`config.mk`:
```
export PLATFORM = sky130hd
export DESIGN_NAME = refresh_reg
export DESIGN_NICKNAME = d
export VERILOG_FILES = /design/src/rtl/refresh_pkg.sv /design/src/rtl/refresh_ctr_core.sv /design/src/rtl/refresh_read_flags.sv /design/src/rtl/refresh_reg.sv
export SDC_FILE = /design/constraint.sdc
export NUM_CORES = 1
export LEC_CHECK = 0
export ABC_AREA = 1
export BUFFER_PORTS_ARGS = -buffer_cell sky130_fd_sc_hd__buf_2
export CORE_UTILIZATION = 30
export DETAILED_ROUTE_END_ITERATION = 10
export PLACE_DENSITY = 0.65
export SLEW_MARGIN = 20
export SYNTH_ARGS = -nofsm -noshare
export SYNTH_HDL_FRONTEND = slang
export SYNTH_SLANG_ARGS = --single-unit
```
`constraint.sdc`:
```
create_clock -name clk -period 1.6 [get_ports clk]
set_input_delay 0.32 -clock clk [delete_from_list [all_inputs] [get_ports clk]]
set_output_delay 0.32 -clock clk [all_outputs]
set_load 0.05 [all_outputs]
```
`src/rtl/refresh_pkg.sv`:
```
package refresh_pkg;
    // bit positions of the flag byte produced on a register read
    localparam int FLG_SIGN  = 7;
    localparam int FLG_ZERO  = 6;
    localparam int FLG_B5    = 5;
    localparam int FLG_HALF  = 4;
    localparam int FLG_B3    = 3;
    localparam int FLG_PV    = 2;
    localparam int FLG_SUB   = 1;
    localparam int FLG_CARRY = 0;
    localparam int FLG_W     = 8;
endpackage

```
`src/rtl/refresh_ctr_core.sv`:
```
module refresh_ctr_core #(
    parameter int WIDTH = 8,
    parameter int CNT_W = 7
) (
    input  logic             clk,
    input  logic             rst_n,
    input  logic             fetch_i,
    input  logic             load_i,
    input  logic [WIDTH-1:0] load_data_i,
    output logic [WIDTH-1:0] value_o
);
    localparam int HOLD_W = WIDTH - CNT_W;
    localparam logic [CNT_W-1:0] CNT_ONE = CNT_W'(1);

    typedef struct packed {
        logic [HOLD_W-1:0] hold;
        logic [CNT_W-1:0]  cnt;
    } ctr_state_t;

    ctr_state_t st_d, st_q;

    always_comb begin
        st_d = st_q;
        if (load_i) begin
            st_d = ctr_state_t'(load_data_i);
        end else if (fetch_i) begin
            st_d.cnt = st_q.cnt + CNT_ONE;
        end
    end

    always_ff @(posedge clk) begin
        if (!rst_n) begin
            st_q <= '0;
        end else begin
            st_q <= st_d;
        end
    end

    assign value_o = st_q;
endmodule

```
`src/rtl/refresh_read_flags.sv`:
```
module refresh_read_flags
    import refresh_pkg::*;
#(
    parameter int WIDTH = 8
) (
    input  logic [WIDTH-1:0] value_i,
    input  logic             iff2_i,
    input  logic             carry_i,
    output logic [FLG_W-1:0] flags_o
);
    always_comb begin
        flags_o            = '0;
        flags_o[FLG_SIGN]  = value_i[WIDTH-1];
        flags_o[FLG_ZERO]  = (value_i == '0);
        flags_o[FLG_B5]    = value_i[5];
        flags_o[FLG_HALF]  = 1'b0;
        flags_o[FLG_B3]    = value_i[3];
        flags_o[FLG_PV]    = iff2_i;
        flags_o[FLG_SUB]   = 1'b0;
        flags_o[FLG_CARRY] = carry_i;
    end
endmodule

```
`src/rtl/refresh_reg.sv`:
```
module refresh_reg #(
    parameter int WIDTH = 8,
    parameter int CNT_W = 7
) (
    input  logic             clk,
    input  logic             rst_n,
    input  logic             fetch_i,
    input  logic             load_i,
    input  logic [WIDTH-1:0] load_data_i,
    input  logic             iff2_i,
    input  logic             carry_i,
    output logic [WIDTH-1:0] value_o,
    output logic [CNT_W-1:0] refresh_addr_o,
    output logic [7:0]       read_flags_o
);
    logic [WIDTH-1:0] value_w;

    refresh_ctr_core #(.WIDTH(WIDTH), .CNT_W(CNT_W)) u_core (
        .clk         (clk),
        .rst_n       (rst_n),
        .fetch_i     (fetch_i),
        .load_i      (load_i),
        .load_data_i (load_data_i),
        .value_o     (value_w)
    );

    refresh_read_flags #(.WIDTH(WIDTH)) u_flags (
        .value_i (value_w),
        .iff2_i  (iff2_i),
        .carry_i (carry_i),
        .flags_o (read_flags_o)
    );

    assign value_o        = value_w;
    assign refresh_addr_o = value_w[CNT_W-1:0];
endmodule

```
### Yosys cells after proc, flatten, opt, wreduce, memory -nomap -nowiden

Index checks and enable logic that the tools add are counted.
Widths: inputs -> output; s select.

* muxes and demuxes: 2
* reductions and logical operators: 2
* $add $sub $neg: 1

Operators by type and width (count)
* $mux 7: 2
* $logic_not 8->1: 1
* $add 7x1->7 const B: 1
* $reduce_bool 2->1: 1

* input bits: 14
* output and inout port bits: 23
* flip-flop bits (word level): 8
* word-level logic and storage cells: 7

### Logic depth before layout (Yosys ltp)

Gate-level depths: netlist of run 1.

* depth after elaboration: 3
* gate-level depth with buffers: 6
* depth with buffers taken out: 6

### Cells and area by module

From an unflattened synthesis of run 1, not the netlist that was laid out.

* cell total of the unflattened synthesis: 81
* area total of the unflattened synthesis: 581.8 sq um

Modules (own cells, without submodules)
* refresh_ctr_core: area each 446.7 sq um, times used 1, cells each 59, seq. area each 160.2 sq um
* refresh_read_flags: area each 82.6 sq um, times used 1, cells each 15, seq. area each 0.0 sq um
* refresh_reg: area each 52.6 sq um, times used 1, cells each 7, seq. area each 0.0 sq um

### Worst setup path before layout of run 1

No wires, ideal clock.

* path kind: register to output
* start: register u_core.st_q, in the netlist u_core.value_o[3]
* end: output port read_flags_o[6]
* cell stages (with the launch flop): 3
* setup slack: -1.050 ns
* data required time: 1.280 ns
* arrival: 2.330 ns
* path buffers: 0
* cell sequence: dfxtp_1 or2_1 nor4_1

* longest elaborated chain between the ends: 1

RTL lines
* start: declaration: line refresh_ctr_core.sv:20 `ctr_state_t st_d, st_q;`
* start signal: assignment: line refresh_ctr_core.sv:35 `st_q <= st_d;`
* $logic_not 8->1: line refresh_read_flags.sv:14 `flags_o[FLG_ZERO] = (value_i == '0);`
* end: declaration: line refresh_reg.sv:14 `output logic [7:0] read_flags_o`

Every way passes these cells.

### Worst setup path after layout of run 1

Same ends and word-level chain as after synthesis.

==> impl_metrics.ini, run 1 <==
[global_route]
grt_pass1_wl_um = 2480
antenna_found_initial = 0
grt_use_total_pct = 16.7
grt-ovfl-total = 0
grt_pass1_vias = 551
grt_max_degree = 12

[clock_network]
numCtsBuffers = 3
clkLatencyLatePin_ps = 270
cts_buffer_depth = 2
cts.hold.buffers_added = 0
cts.clk_slew.worst_paths_ps = 70
cts_tree = done
cts_sinks = 8
cts_root_buf = clkbuf_4
htreeDepth = 1

[synth]
yosysSeqAreaShare_pct = 26.8
synth-xor-area-share_pct = 0
synth_top_family_by_area = buffers and inverters
synth-seq-cells = 8
syn_area_um2 = 598
avgSynthCellArea_um2 = 7.12
muxShareOfSynthArea_pct = 0
synthSimpleGateAreaFrac_pct = 25.7
ys_warn_count = 0
synthAdderAreaFrac_pct = 4.18
synth_compound_area_share_pct = 16.9
synthCells = 84
synth_cell_types = 19

[cells_and_area]
drive_gt1_share_pct = 49.1
n_fill_cell = 207
final_core_util_pct = 43.3
area_growth_pct = 30.5
nets = 125
diodes = 0
largest_register_ffs = 8

[worst_hold_path]
whs_endpoint = u_core.value_o[7]
hp-start = load_data_i[7]
hp-class = input port to register
worstHoldPathCells = 3

[setup_path]
critical_path_arrival_ps = 1250
reg2reg_depth = 7
crit_fanout = 2
worst_setup_path_start_kind = register
required_ps = 1280
worstReg2RegEnd = u_core.value_o[6]
r2r_slack_ps = 350
rr_startpoint = u_core.value_o[0]
end_kind = output port
crit_type = register to output port

[die]
ios = 37
die_w_um = 46.7
dieHeight_um = 46.7
die_area_um2 = 2180
initial_core_util_pct = 33.2
num_rows = 15
core_um2 = 1800

[sta]
skew_ps = 4.50
hold_viol = 0
timing.fmax_mhz = 636
setup_slack_ps = 28.3
fin_crit_sh_pct = 98.2
rsz0062_at_grt = yes
period_needed_ps = 1570
drv_slew = 0
setup-violations-final = 0

[run_status]
outcome = complete, no violations

[routing]
vias = 617
ant_nets = 0
via_per_inst = 4.64
first_pass_iters = 4
wire_per_inst_um = 11.3
drt-initial-drc-count = 11
drt_wl_total_um = 1510
drc = 0

[power]
ir_drop_v = 0.000408
power_density_nw_per_um2 = 863
p_leak_nw = 0.402

[job]
cap_violations = 0

[place]
place_ws_ps = 189
port_buffers = 30
gp_congestion = 0.763
dp_hpwl_um = 1060
-- timing repair --
action | CTS | global route
setup buffers | 4 | 0
resized for setup | 4 | 0
endpoints found under the setup margin | 1 | 1
pin swaps | 2 | 0
endpoints found under the hold margin | 0 | 0
-- per-stage QoR --
stage                     hold WS (ps)  setup TNS [ps]  power (W)  cell area, um2  instances
after floorplan                    417               0   0.000459             648         85
after global placement             541               0   0.000477             713        125
after detailed placement           556               0   0.000478             713        125
after CTS                          269               0   0.000682             781        133
after global routing               288           -23.5   0.000712             781        133
final                              276               0   0.000674             781        133
-- per-layer routing --
metal	part of all wire [%]	routed length [um]	track usage, %
met2	44	664	23.9
met1	48	719	22.8
met5	0	0	0
met3	6.4	97	5.10
met4	1.6	24	7.43
-- logic make-up after synthesis --
group / after synthesis
AND/OR/NAND/NOR: 32
buffers and inverters: 25
other: 1
AO/OA/AOI/OAI: 16
flip-flops: 8
adder cells (fa/ha/maj): 2
-- power by group --
part	internal, W	switching [W]	total, W
Sequential	0.000212	0.0000161	0.000228
Combinational	0.0000749	0.000185	0.000260
Clock	0.0000966	0.0000896	0.000186
-- Yosys cell counts --
cell,instances,area share [%]
o21ai_0,1,0.84
inv_1,10,6.3
dfxtp_1,8,27
ha_1,2,4.2
buf_6,1,1.9
nand3_1,9,7.5
a31oi_1,1,1.0
nor2_4,2,3.8
buf_4,14,18
or2_1,1,1.0
or2_2,1,1.0
conb_1,1,0.63
nor2_1,3,1.9
o21bai_1,2,2.5
a22oi_1,6,7.5
nor4_1,1,1.0
nand2_1,15,9.4
a21oi_1,5,4.2
o21ai_1,1,0.84
-- worst max path at each step --
stage	startpoint	endpoint	slack (ps)	cells past startpoint
after CTS	u_core.value_o[3]	read_flags_o[6]	20	3
after detailed placement	u_core.value_o[0]	read_flags_o[6]	190	5
after floorplan	u_core.value_o[0]	read_flags_o[6]	10	4
after global placement	u_core.value_o[0]	read_flags_o[6]	210	5
final	u_core.value_o[3]	read_flags_o[6]	30	3
after global routing	u_core.value_o[3]	read_flags_o[6]	-20	3
-- layout make-up --
| class | count | area [um2] | area share, % |
|---|---|---|---|
| inverter | 10 | 40.0 | 5.13 |
| clock buffer | 4 | 26.3 | 3.37 |
| sequential | 8 | 176 | 22.6 |
| multi-input combinational | 52 | 320 | 41.0 |
| timing repair buffer | 34 | 186 | 23.9 |
| tap | 25 | 31.3 | 4.01 |
-- worst max-delay path: stages, from the launching register on --
cell     delay [ps]
dfxtp_4         340
or2_4           240
nor4_4          220
buf_6           190
-- cell usage in the layout (no fill, tap or decap) --
cell and count:
a21oi_1 5, or2_4 1, nand2_1 14, inv_4 1, nor4_4 1, nor2_1 3
ha_1 1, buf_2 29, dfxtp_1 1, buf_4 4, o21ai_0 1, a22oi_1 6
nand2_2 1, dfxtp_2 4, or2_2 1, clkbuf_4 3, inv_1 8, o21ai_1 1
ha_4 1, a31oi_1 1, clkbuf_1 1, o21bai_1 2, buf_6 1, inv_2 1
nor2_4 2, nand3_1 9, dfxtp_4 3, conb_1 2
Note: power is estimated with default switching activity, not from simulation.
==> run 2: changes to the inputs <==
Settings changed: ABC_AREA 1 to unset, CORE_MARGIN set to 10, PLACE_DENSITY 0.65 to 0.67.
==> run 2 against run 1 <==
  * The run now ends with negative setup slack left
  * Largest cell class unchanged
  * Critical endpoint unchanged
  * Non-clock buffer count rose by 1
  * Highest routed layer unchanged
  * Maximum frequency fell by 18%
  * Die area rose by 81%
  * Sequential share of layout area rose by 1.3 points
  * First-iteration DRC count fell by 27%
  * Area after synthesis fell by 8.2%
  * Cell count fell by 15%
  * Critical path depth rose by 2
==> impl_metrics.ini, run 2 <==
[clock_network]
cts_sinks = 8
cts.clk_slew.worst_paths_ps = 50
htreeDepth = 1
numCtsBuffers = 3
cts_buffer_depth = 2
clkLatencyLatePin_ps = 260
postCtsSetupBuffers = 0
cts.hold.buffers_added = 0
cts_tree = done
cts_root_buf = clkbuf_4

[setup_path]
critical_path_arrival_ps = 1590
worstReg2RegEnd = u_core.value_o[6]
crit_type = register to output port
worst_setup_path_start_kind = register
rr_startpoint = u_core.value_o[0]
r2r_slack_ps = 330
crit_buf_inv = 2
required_ps = 1280
crit_slowest_cell = or4b_4
end_kind = output port
slowest_delay_ps = 470
crit_chain = inv_2 -> ha_1 -> or4b_4 -> nor4_4 -> buf_6
crit_fanout = 2
critPathTopFamily = simple AND/OR/NAND/NOR gates
reg2reg_depth = 5

[die]
ios = 37
die_w_um = 62.8
core_um2 = 1730
die_area_um2 = 3940
dieHeight_um = 62.8
num_rows = 15
initial_core_util_pct = 31.8

[sta]
whs_ps = 325
period_needed_ps = 1910
timing.fmax_mhz = 524
setup_slack_ps = -308
rsz0062_at_grt = yes
skew_ps = 1.81
fin_crit_sh_pct = 119
drv_slew = 0
hold_viol = 0
setup-violations-final = 1

[cells_and_area]
final_area_um2 = 712
most-common-layout-cells = buf_2, o21ai_0, nand2_1, buf_4, dfxtp_1
final_common_cell = buf_2
n_fill_cell = 196
drive_gt1_share_pct = 53.4
largest_register_ffs = 8
nets = 106
final_core_util_pct = 41.2
diodes = 0
area_growth_pct = 29.6

[run_status]
violations = negative setup slack
outcome = complete, but fails checks

[routing]
drt_wl_total_um = 1410
first_pass_iters = 2
wire_per_inst_um = 12.5
ant_nets = 0
via_per_inst = 4.32
drc = 0
vias = 488
drt-initial-drc-count = 8

[job]
cap_violations = 0

[synth]
synth_ff_type = dfxtp_1
syn_area_um2 = 549
yosysMostFrequentCell = buf_4
synth_top_area_share_pct = 29.2
avgSynthCellArea_um2 = 8.45
synth_cell_types = 22
synth-edff-count = 0
async_reset_ff_share_pct = 0
synth_top_cell_by_area = dfxtp_1
synthTopCellsByArea = dfxtp_1, buf_4, o21ai_0, xnor2_1, ha_1
ys_warn_count = 0
synthCells = 65
synth-seq-cells = 8
synth_common_cells = buf_4, dfxtp_1, o21ai_0, nand2_1
yosysSeqAreaShare_pct = 29.2

[power]
ir_drop_v = 0.000290
power_density_nw_per_um2 = 907
p_leak_nw = 0.365

[global_route]
antenna_found_initial = 0
grt-ovfl-total = 0
grt_use_total_pct = 7.64
grt_pass1_vias = 456
grt_max_degree = 11
grt_pass1_wl_um = 2310

[worst_hold_path]
hp-class = input port to register
worstHoldPathCells = 3
hp-start = load_data_i[7]
whs_endpoint = u_core.value_o[7]

[place]
gp_congestion = 0.723
placement.cell_area_um2 = 683
port_buffers = 30
-- run 2: report_power, final --
group | internal, W | total, W | switching, W
clock | 0.0000859 | 0.000156 | 0.0000698
sequential | 0.000214 | 0.000231 | 0.0000170
combinational | 0.0000752 | 0.000259 | 0.000184
-- run 2: worst min-delay path, cell delays in order --
cell     delay (ps)
buf_2            70
mux2i_1          50
nor2b_1         100
-- run 2: area by class of cell --
type / count / area (um2) / share of cell area, %
clock buffers: 3 / 22.5 / 3.16
well taps: 25 / 31.3 / 4.39
inverters: 3 / 11.3 / 1.58
repair buffers: 35 / 194 / 27.2
multi-input cells: 39 / 283 / 39.7
flip-flops and latches: 8 / 170 / 23.9
-- run 2: how the worst max path moves through the flow --
stage	startpoint	to	slack, ps	cells after the start
finish	u_core.value_o[0]	read_flags_o[6]	-310	5
global route	u_core.value_o[0]	read_flags_o[6]	-390	5
CTS	u_core.value_o[0]	read_flags_o[6]	-310	5
detailed placement	u_core.value_o[0]	read_flags_o[6]	-180	5
global placement	u_core.value_o[0]	read_flags_o[6]	-160	5
floorplan	u_core.value_o[0]	read_flags_o[6]	-380	4
-- run 2: logic make-up after synthesis --
kind of cell	after synthesis	synth area share, %
other	1	0.683
AO/OA/AOI/OAI	12	13.2
multiplexers	2	3.64
flip-flops	8	29.2
adder cells (fa/ha/maj)	2	4.56
AND/OR/NAND/NOR	17	18.9
XOR/XNOR	4	6.38
buffers and inverters	19	23.5
-- run 2: per-stage QoR --
stage,setup TNS [ps],setup WS (ps),cells,power [W]
detailed placement,-181,-181,110,0.000493
floorplan,-378,-378,66,0.000465
global route,-389,-389,113,0.000686
CTS,-312,-312,113,0.000656
global placement,-164,-164,110,0.000491
finish,-308,-308,113,0.000646
-- run 2: routing by layer --
metal	global-route usage [%]	vias to the layer above	wire length, um
li1	-	252	-
met4	5.87	0	40
met2	9.87	24	605
met5	0	-	0
met1	8.05	208	591
met3	5.91	4	177
-- run 2: repair_timing --
item,in CTS,in global routing
endpoints found under the hold margin,0,0
resized for setup,2,0
setup endpoints to repair,1,1
pin swaps,1,0
